`config.mk`:
```
export PLATFORM = sky130hd
export DESIGN_NAME = lsm_addr_seq
export DESIGN_NICKNAME = d
export VERILOG_FILES = /design/src/rtl/lsm_pkg.sv /design/src/rtl/lsm_mode_decode.sv /design/src/rtl/lsm_addr_calc.sv /design/src/rtl/lsm_beat_walker.sv /design/src/rtl/lsm_addr_seq.sv
export SDC_FILE = /design/constraint.sdc
export NUM_CORES = 1
export LEC_CHECK = 0
export BUFFER_PORTS_ARGS = -buffer_cell sky130_fd_sc_hd__buf_4
export CAP_MARGIN = 10
export CORE_MARGIN = 3
export CORE_UTILIZATION = 50
export CTS_CLUSTER_DIAMETER = 150
export DETAILED_ROUTE_END_ITERATION = 8
export PLACE_DENSITY = 0.75
export SYNTH_ARGS = -nofsm -noshare
export SYNTH_HDL_FRONTEND = slang
export SYNTH_SLANG_ARGS = --single-unit
```
`constraint.sdc`:
```
create_clock -name clk -period 14.89 [get_ports clk]
set_input_delay 0.7445 -clock clk [delete_from_list [all_inputs] [get_ports clk]]
set_output_delay 0.7445 -clock clk [all_outputs]
set_load 0.02 [all_outputs]
```
`src/rtl/lsm_pkg.sv`:
```
package lsm_pkg;

  // Requested addressing mode as encoded on the request port
  typedef enum logic [2:0] {
    MODE_INC_AFTER  = 3'd0,
    MODE_INC_BEFORE = 3'd1,
    MODE_DEC_AFTER  = 3'd2,
    MODE_DEC_BEFORE = 3'd3,
    MODE_STK_FULL_DN  = 3'd4,
    MODE_STK_EMPTY_DN = 3'd5,
    MODE_STK_FULL_UP  = 3'd6,
    MODE_STK_EMPTY_UP = 3'd7
  } lsm_mode_e;

  // Resolved base mode after alias mapping
  typedef enum logic [1:0] {
    BM_INC_AFTER  = 2'd0,
    BM_INC_BEFORE = 2'd1,
    BM_DEC_AFTER  = 2'd2,
    BM_DEC_BEFORE = 2'd3
  } lsm_base_e;

endpackage

```
`src/rtl/lsm_mode_decode.sv`:
```
module lsm_mode_decode
  import lsm_pkg::*;
(
  input  logic [2:0] mode_i,
  input  logic       load_i,
  output lsm_base_e  bmode_o
);

  lsm_mode_e mode;
  assign mode = lsm_mode_e'(mode_i);

  always_comb begin
    unique case (mode)
      MODE_INC_AFTER:    bmode_o = BM_INC_AFTER;
      MODE_INC_BEFORE:   bmode_o = BM_INC_BEFORE;
      MODE_DEC_AFTER:    bmode_o = BM_DEC_AFTER;
      MODE_DEC_BEFORE:   bmode_o = BM_DEC_BEFORE;
      MODE_STK_FULL_DN:  bmode_o = load_i ? BM_INC_AFTER  : BM_DEC_BEFORE;
      MODE_STK_EMPTY_DN: bmode_o = load_i ? BM_INC_BEFORE : BM_DEC_AFTER;
      MODE_STK_FULL_UP:  bmode_o = load_i ? BM_DEC_AFTER  : BM_INC_BEFORE;
      MODE_STK_EMPTY_UP: bmode_o = load_i ? BM_DEC_BEFORE : BM_INC_AFTER;
      default:           bmode_o = BM_INC_AFTER;
    endcase
  end

endmodule

```
`src/rtl/lsm_addr_calc.sv`:
```
module lsm_addr_calc
  import lsm_pkg::*;
#(
  parameter int AW   = 32,
  parameter int REGS = 16,
  localparam int CNTW = $clog2(REGS + 1)
) (
  input  logic [AW-1:0]   base_i,
  input  logic [REGS-1:0] mask_i,
  input  lsm_base_e       bmode_i,
  output logic [AW-1:0]   start_o,
  output logic [AW-1:0]   next_base_o,
  output logic [CNTW-1:0] count_o,
  output logic            empty_o
);

  localparam logic [AW-1:0] WORD = AW'(4);

  // Running population count, one adder stage per mask bit
  logic [CNTW-1:0] psum [REGS+1];
  assign psum[0] = '0;
  for (genvar g = 0; g < REGS; g++) begin : g_pop
    assign psum[g+1] = psum[g] + CNTW'(mask_i[g]);
  end

  logic [AW-1:0] aligned;
  logic [AW-1:0] span;

  assign count_o = psum[REGS];
  assign empty_o = (count_o == '0);
  assign aligned = base_i & ~AW'(3);
  assign span    = AW'(count_o) << 2;

  always_comb begin
    unique case (bmode_i)
      BM_INC_AFTER:  start_o = aligned;
      BM_INC_BEFORE: start_o = aligned + WORD;
      BM_DEC_AFTER:  start_o = aligned - span + WORD;
      BM_DEC_BEFORE: start_o = aligned - span;
      default:       start_o = aligned;
    endcase
  end

  assign next_base_o = (bmode_i == BM_INC_AFTER || bmode_i == BM_INC_BEFORE)
                       ? aligned + span : aligned - span;

endmodule

```
`src/rtl/lsm_beat_walker.sv`:
```
module lsm_beat_walker #(
  parameter int AW   = 32,
  parameter int REGS = 16,
  localparam int IDXW = $clog2(REGS)
) (
  input  logic            clk,
  input  logic            rst,
  input  logic            load_i,
  input  logic [REGS-1:0] mask_i,
  input  logic [AW-1:0]   start_i,
  input  logic            ready_i,
  output logic            valid_o,
  output logic [IDXW-1:0] idx_o,
  output logic [AW-1:0]   addr_o,
  output logic            last_o,
  output logic            done_o
);

  logic [REGS-1:0] rem_q;
  logic [REGS-1:0] rem_rest;
  logic            take;

  // Remaining set with the lowest selected register removed
  assign rem_rest = rem_q & (rem_q - REGS'(1));
  assign last_o   = (rem_rest == '0);
  assign take     = valid_o && ready_i;
  assign done_o   = take && last_o;

  always_comb begin
    idx_o = '0;
    for (int i = REGS - 1; i >= 0; i--) begin
      if (rem_q[i]) idx_o = IDXW'(i);
    end
  end

  always_ff @(posedge clk) begin
    if (rst) begin
      valid_o <= 1'b0;
      rem_q   <= '0;
      addr_o  <= '0;
    end else if (load_i) begin
      valid_o <= 1'b1;
      rem_q   <= mask_i;
      addr_o  <= start_i;
    end else if (take) begin
      rem_q   <= rem_rest;
      addr_o  <= addr_o + AW'(4);
      if (last_o) valid_o <= 1'b0;
    end
  end

endmodule

```
`src/rtl/lsm_addr_seq.sv`:
```
module lsm_addr_seq
  import lsm_pkg::*;
#(
  parameter int AW   = 32,
  parameter int REGS = 16,
  localparam int IDXW = $clog2(REGS),
  localparam int CNTW = $clog2(REGS + 1)
) (
  input  logic            clk,
  input  logic            rst,
  input  logic            req_valid,
  output logic            req_ready,
  input  logic [AW-1:0]   req_base,
  input  logic [REGS-1:0] req_mask,
  input  logic [2:0]      req_mode,
  input  logic            req_load,
  input  logic            req_wb,
  output logic            burst_valid,
  output logic [AW-1:0]   burst_addr,
  output logic [CNTW-1:0] burst_len,
  output logic            burst_load,
  output logic            beat_valid,
  input  logic            beat_ready,
  output logic [IDXW-1:0] beat_reg,
  output logic [AW-1:0]   beat_addr,
  output logic            beat_last,
  output logic            wb_valid,
  output logic [AW-1:0]   wb_base,
  output logic            err_valid
);

  logic            busy_q;
  logic            accept;
  lsm_base_e       bmode;
  logic [AW-1:0]   start;
  logic [AW-1:0]   next_base;
  logic [CNTW-1:0] count;
  logic            empty;
  logic            walk_done;

  assign req_ready = !busy_q;
  assign accept    = req_valid && req_ready;

  lsm_mode_decode u_dec (
    .mode_i  (req_mode),
    .load_i  (req_load),
    .bmode_o (bmode)
  );

  lsm_addr_calc #(.AW(AW), .REGS(REGS)) u_calc (
    .base_i      (req_base),
    .mask_i      (req_mask),
    .bmode_i     (bmode),
    .start_o     (start),
    .next_base_o (next_base),
    .count_o     (count),
    .empty_o     (empty)
  );

  lsm_beat_walker #(.AW(AW), .REGS(REGS)) u_walk (
    .clk     (clk),
    .rst     (rst),
    .load_i  (accept && !empty),
    .mask_i  (req_mask),
    .start_i (start),
    .ready_i (beat_ready),
    .valid_o (beat_valid),
    .idx_o   (beat_reg),
    .addr_o  (beat_addr),
    .last_o  (beat_last),
    .done_o  (walk_done)
  );

  always_ff @(posedge clk) begin
    if (rst) begin
      busy_q      <= 1'b0;
      burst_valid <= 1'b0;
      burst_addr  <= '0;
      burst_len   <= '0;
      burst_load  <= 1'b0;
      wb_valid    <= 1'b0;
      wb_base     <= '0;
      err_valid   <= 1'b0;
    end else begin
      burst_valid <= 1'b0;
      wb_valid    <= 1'b0;
      err_valid   <= 1'b0;
      if (accept) begin
        if (empty) begin
          err_valid <= 1'b1;
        end else begin
          busy_q      <= 1'b1;
          burst_valid <= 1'b1;
          burst_addr  <= start;
          burst_len   <= count;
          burst_load  <= req_load;
          wb_valid    <= req_wb;
          wb_base     <= next_base;
        end
      end else if (walk_done) begin
        busy_q <= 1'b0;
      end
    end
  end

endmodule

```
Yosys cells after proc, flatten, opt, wreduce, memory -nomap -nowiden
Index checks and enable logic that the tools add are counted.

Register bits after elaboration: 123. Latch bits: 0. Memory bits (writable): 0. Memory bits (read-only): 0. Input port bits: 57. Word-level logic and storage cells: 100. Memories: 0.

Add/subtract/negate cells: 21. $mul: 0. Div/mod/pow operators: 0. $lt $le $gt $ge: 0. Eq/ne operators: 11. Shift-type cells: 0. Multiplexer cells: 35. Bitwise logic cells: 3. Reduce and logical (&&, ||, !) cells: 19.

Operators by type and width (count): 32-bit case mux with 4 select lines (1); 32-bit by 3-bit adder with 32-bit output (second input constant) (3); 32-bit two-way mux (3); 5-bit by 1-bit adder with 5-bit output (14); 4-bit two-way mux (16); 32-bit by 7-bit adder with 32-bit output (1); 16-bit two-way mux (2); 32-bit by 7-bit subtractor with 32-bit output (1); 16-bit AND (1); 16-bit logical NOT (1); 2-bit case mux with 8 select lines (1); 16-bit by 1-bit subtractor with 16-bit output (second input constant) (1); 3-bit == test (second input constant) (4); 1-bit two-way mux (8); 2-bit two-way mux (4); 3-bit by 2-bit == test with 1-bit output (second input constant) (2); 2-bit AND reduction (3); 2-bit nonzero test (3); 5-bit logical NOT (1); 2-bit == test (second input constant) (2); 1-bit logical AND (4); 3-bit by 1-bit == test with 1-bit output (second input constant) (1); 3-bit logical NOT (1); 3-bit OR reduction (1); 8 further kinds (10).

Depth between registers and ports, before layout
Depth in word-level cells: 20. Mapped depth: 27. Gate-level depth less buffers: 24.

Cells and area by module
From an unflattened synthesis, not the netlist that was laid out.

Cell total of the unflattened synthesis: 1313. Area, all modules: 10436.3 um^2.

Modules (own cells, without submodules): lsm_addr_calc (instances 1, cells an instance 638, area each 4286.6 um^2); lsm_addr_seq (instances 1, cells an instance 315, area each 3344.5 um^2); lsm_beat_walker (instances 1, cells an instance 357, area each 2773.9 um^2); lsm_mode_decode (instances 1, cells an instance 3, area each 31.3 um^2).

Worst setup path after synthesis
OpenSTA, ideal clock, no wires.

Kind: in2reg. From: input port req_mask[2]. To: register u_walk.addr_o[23]. Data arrival time: 7.446 ns. Path slack: 7.306 ns. Cell stages on the path: 20. Buffers on the path: 1. Cells stage by stage: inv_1 > fa_1 > fa_1 > fa_1 > fa_1 > fa_1 > fa_1 > xor2_1 > inv_1 > ha_1 > clkbuf_1 > nor4_1 > or4b_4 > a2111oi_4 > xnor2_1 > a211o_4 > or4b_4 > or4_1 > a31oi_1 > a211oi_1.

Longest elaborated chain between the ends: 18.

RTL lines: from (decl) (RTL line lsm_addr_seq.sv:14) `input logic [REGS-1:0] req_mask,`; 5-bit by 1-bit adder with 5-bit output * (14 in a row) (RTL line lsm_addr_calc.sv:23) `assign psum[g+1] = psum[g] + CNTW'(mask_i[g]);`; 32-bit by 7-bit subtractor with 32-bit output / 5-bit logical NOT (equally long branches) (RTL line lsm_addr_calc.sv:38, lsm_addr_calc.sv:39, lsm_addr_calc.sv:30); 32-bit by 3-bit adder with 32-bit output / 1-bit logical NOT (equally long branches) (RTL line lsm_addr_calc.sv:38, lsm_addr_seq.sv:63); 32-bit case mux with 4 select lines / 1-bit logical AND (equally long branches) (RTL line lsm_addr_calc.sv:35, lsm_addr_seq.sv:63); 32-bit two-way mux / 2-bit nonzero test (equally long branches); to (signal assigned) (RTL line lsm_beat_walker.sv:44) `addr_o <= start_i;`; to (signal assigned) (RTL line lsm_beat_walker.sv:47) `addr_o <= addr_o + AW'(4);`; to (decl) (RTL line lsm_beat_walker.sv:14) `output logic [AW-1:0] addr_o,`.

Every way passes the cells marked *; elsewhere a longest branch is shown, timed or not. A chain may end at the register's enable or synchronous reset.

Worst setup path in the final report
Ends and elaborated chain as after synthesis.

==> results.json <==
{
  "drtPass1Iterations": 6,
  "critical_path_required_ns": 15.15,
  "cts_resized": 0,
  "place_congestion": 0.957,
  "power.density_nw_per_um2": 174,
  "syn_area_um2": 9130,
  "crit_chain": "buf_4 > inv_1 > fa_1 > fa_1 > fa_1 > fa_1 > fa_1 > fa_1 > xor2_1 > inv_1 > ha_1 > nor3_1 > o21ai_0 > and2_1 > nor4b_1 > o311ai_1 > buf_4 > or4b_4 > or4_1 > a31oi_1 > a211oi_1",
  "reg2regPathDepth": 6,
  "syn_area_per_cell_um2": 7.31,
  "fp.dieArea_um2": 19900,
  "worstSetupStartpoint": "req_mask[2]",
  "grt_pass1_vias": 9064,
  "relSlewSlack_pct": 33.1,
  "tns_ns": 0,
  "vias": 9795,
  "layout_common_cells": "buf_4, nand2_1, nor2_1",
  "die_w_um": 141,
  "grt_use_met1_pct": 38.6,
  "cp_num_buf_inv": 4,
  "drt_iter0_drc": 1076,
  "drc": 0,
  "async_flop_share_pct": 0,
  "ys_seq_area_share_pct": 25.7,
  "io_buffers": 160,
  "hold_viol": 0,
  "p_leak_nw": 4.28,
  "layout_min_cycle_time_ns": 8.27,
  "timing.rr.end": "u_walk.addr_o[12]",
  "row_count": 48,
  "hold_buffers": 0,
  "cts_buffers": 17,
  "slowest_delay_ns": 0.65,
  "track_usage_pct": 29.3,
  "post-cts-setup-buffers": 0,
  "worst-setup-path-type": "primary input to flip-flop",
  "pin_count": 169,
  "worstPathArrival_ns": 8.52,
  "grt_antenna_before_repair": 0,
  "worstMarginPinSlew_ns": 1.00,
  "drive_gt1_share_pct": 17.2,
  "antenna_left": 0,
  "clk_pin_slew_ns": 0.06,
  "gr-usage-met3_pct": 4.92,
  "finalSetupViolCount": 0,
  "crit_end": "u_walk.addr_o[23]",
  "fin_crit_sh_pct": 55.5,
  "fmax_ghz": 0.121,
  "grt_pass1_wl_mm": 47.9,
  "cap_violations": 0,
  "drt-vias-per-instance": 6.19,
  "clockBufferDepth": 2,
  "synthFlopType": "dfxtp_1",
  "core_um2": 17600,
  "start_util_pct": 51.9,
  "htreeDepth": 4,
  "dpl_cell_area_um2": 10300,
  "worst-path-stages": 21,
  "ir_worst_vdd_mv": 0.175,
  "synthCells": 1248,
  "startpoint_type": "primary input",
  "grt_busiest_layer": "met2",
  "cts-root-buf": "clkbuf_16",
  "nFillCells": 1625,
  "seq_area_um2": 2340,
  "fp.dieH_um": 141,
  "r2r_slack_ns": 11.91,
  "final_common_cell": "buf_4",
  "final_max_slew_viol_count": 0,
  "cts_tree": "built",
  "ys_ff_latch": 117,
  "crit_family": "adder cells",
  "final_area_um2": 10900,
  "clock_sinks": 117,
  "syn2layout_area_growth_pct": 19.8,
  "grtUsageMet2_pct": 48.1,
  "dp_hpwl_mm": 21.8,
  "overflow": 0,
  "wl_mm": 30.1,
  "rsz0062_at_grt": "false",
  "nets": 1435,
  "finalClockSkew_ns": 0.00797,
  "crit_path_top_delay_cell": "xor2_1",
  "reg2reg_from": "busy_q",
  "end_kind": "flip-flop",
  "ys_warn_count": 0,
  "n_antenna_cell": 0,
  "multi_input_area_um2": 6260,
  "synth-edff-count": 0,
  "routedWlPerCell_um": 19.0,
  "run_status": "completed",
  "clk_latency_ns": 0.42,
  "power.total_mw": 1.91,
  "path_max_fanout": 17,
  "grt_start_max_net_pins": 92,
  "ys_types": 76,
  "hold_class": "flip-flop to flip-flop",
  "cp_common_cell": "fa_1"
}
## cell type report
type,count,share of cell area (%)
multi-input combinational,994,57.2
sequential,117,21.4
timing repair buffer,170,11.7
clock buffer,21,4.21
tap,225,2.57
inverter,45,1.54
clock inverter,11,1.36
## worst min path at each step
stage                start           to  slack, ns  cells after the start
2_1_floorplan       busy_q       busy_q       0.48                      2
3_3_place_gp   wb_base[29]  wb_base[29]       0.44                      2
3_5_place_dp   wb_base[18]  wb_base[18]       0.44                      2
4_1_cts        wb_base[28]  wb_base[28]       0.45                      2
5_1_grt        wb_base[18]  wb_base[18]       0.47                      2
6_report       wb_base[28]  wb_base[28]       0.45                      2
## report_power, final
group	leakage (nW)	internal, mW	total, mW	switching, mW
sequential	0.963	0.399	0.476	0.0769
clock	0.278	0.272	0.430	0.158
combinational	3.04	0.377	1.00	0.623
total	4.28	1.05	1.91	0.858
## cells in the mapped netlist (10+ instances only)
| master | instances | area, um2 |
|---|---|---|
| fa_1 | 12 | 240 |
| a211oi_1 | 23 | 173 |
| a21o_1 | 10 | 75.1 |
| nor3_1 | 48 | 240 |
| ha_1 | 21 | 263 |
| o31ai_1 | 10 | 75.1 |
| dfxtp_1 | 117 | 2340 |
| or3_1 | 17 | 106 |
| clkbuf_1 | 83 | 312 |
| nand3_1 | 50 | 250 |
| inv_1 | 43 | 161 |
| a31oi_1 | 15 | 93.8 |
| or2_2 | 10 | 62.6 |
| o211ai_1 | 23 | 173 |
| mux2i_1 | 10 | 100 |
| nand2_1 | 154 | 578 |
| nor2_1 | 118 | 443 |
| nand4_1 | 20 | 125 |
| and3_1 | 19 | 119 |
| xnor2_1 | 65 | 569 |
| a21oi_1 | 95 | 475 |
| o21ai_0 | 48 | 240 |
| nor4_1 | 26 | 163 |
| or4_1 | 12 | 90.1 |
| xor2_1 | 35 | 307 |
## through the flow
stage                     setup WS, ns  util [%]  hold WS (ns)  instances
after CTS                         6.67      62.1         0.451       1583
after global placement            6.41      58.7         0.439       1551
after floorplan                   7.31         -         0.479       1253
after detailed placement          6.26      58.7         0.444       1551
after global routing              6.23      62.1         0.472       1583
final                             6.62      62.1         0.447       1583
## logic make-up (layout without fill, tap and decap cells)
family / count (synthesis) / in the layout / synth area share [%]
fa+ha+maj: 36 / 36 / 5.84
simple gates: 522 / 522 / 27.9
xor+xnor: 100 / 100 / 9.60
flops: 117 / 117 / 25.7
compound gates: 311 / 311 / 22.6
buf+inv: 142 / 247 / 6.20
mux: 19 / 19 / 2.21
other cells: 1 / 6 / 0.0411
## registers in the layout, indices dropped and copies added (netlist names), 5 cells and up
| name | count |
|---|---|
| burst_addr | 30 |
| u_walk.addr_o | 30 |
| wb_base | 30 |
| u_walk.rem_q | 16 |
| burst_len | 5 |
## metal layers
metal / routed length (um) / up-vias
met4: 1040 / 0
met5: 0 / -
met3: 2270 / 81
li1: - / 4656
met1: 12600 / 4605
met2: 14200 / 453
## worst min-delay path: stages, from the launching register on
cell	delay, ns
dfxtp_1	0.30
nand2_1	0.05
a21oi_1	0.05
Power figures use the tool's default switching activity.
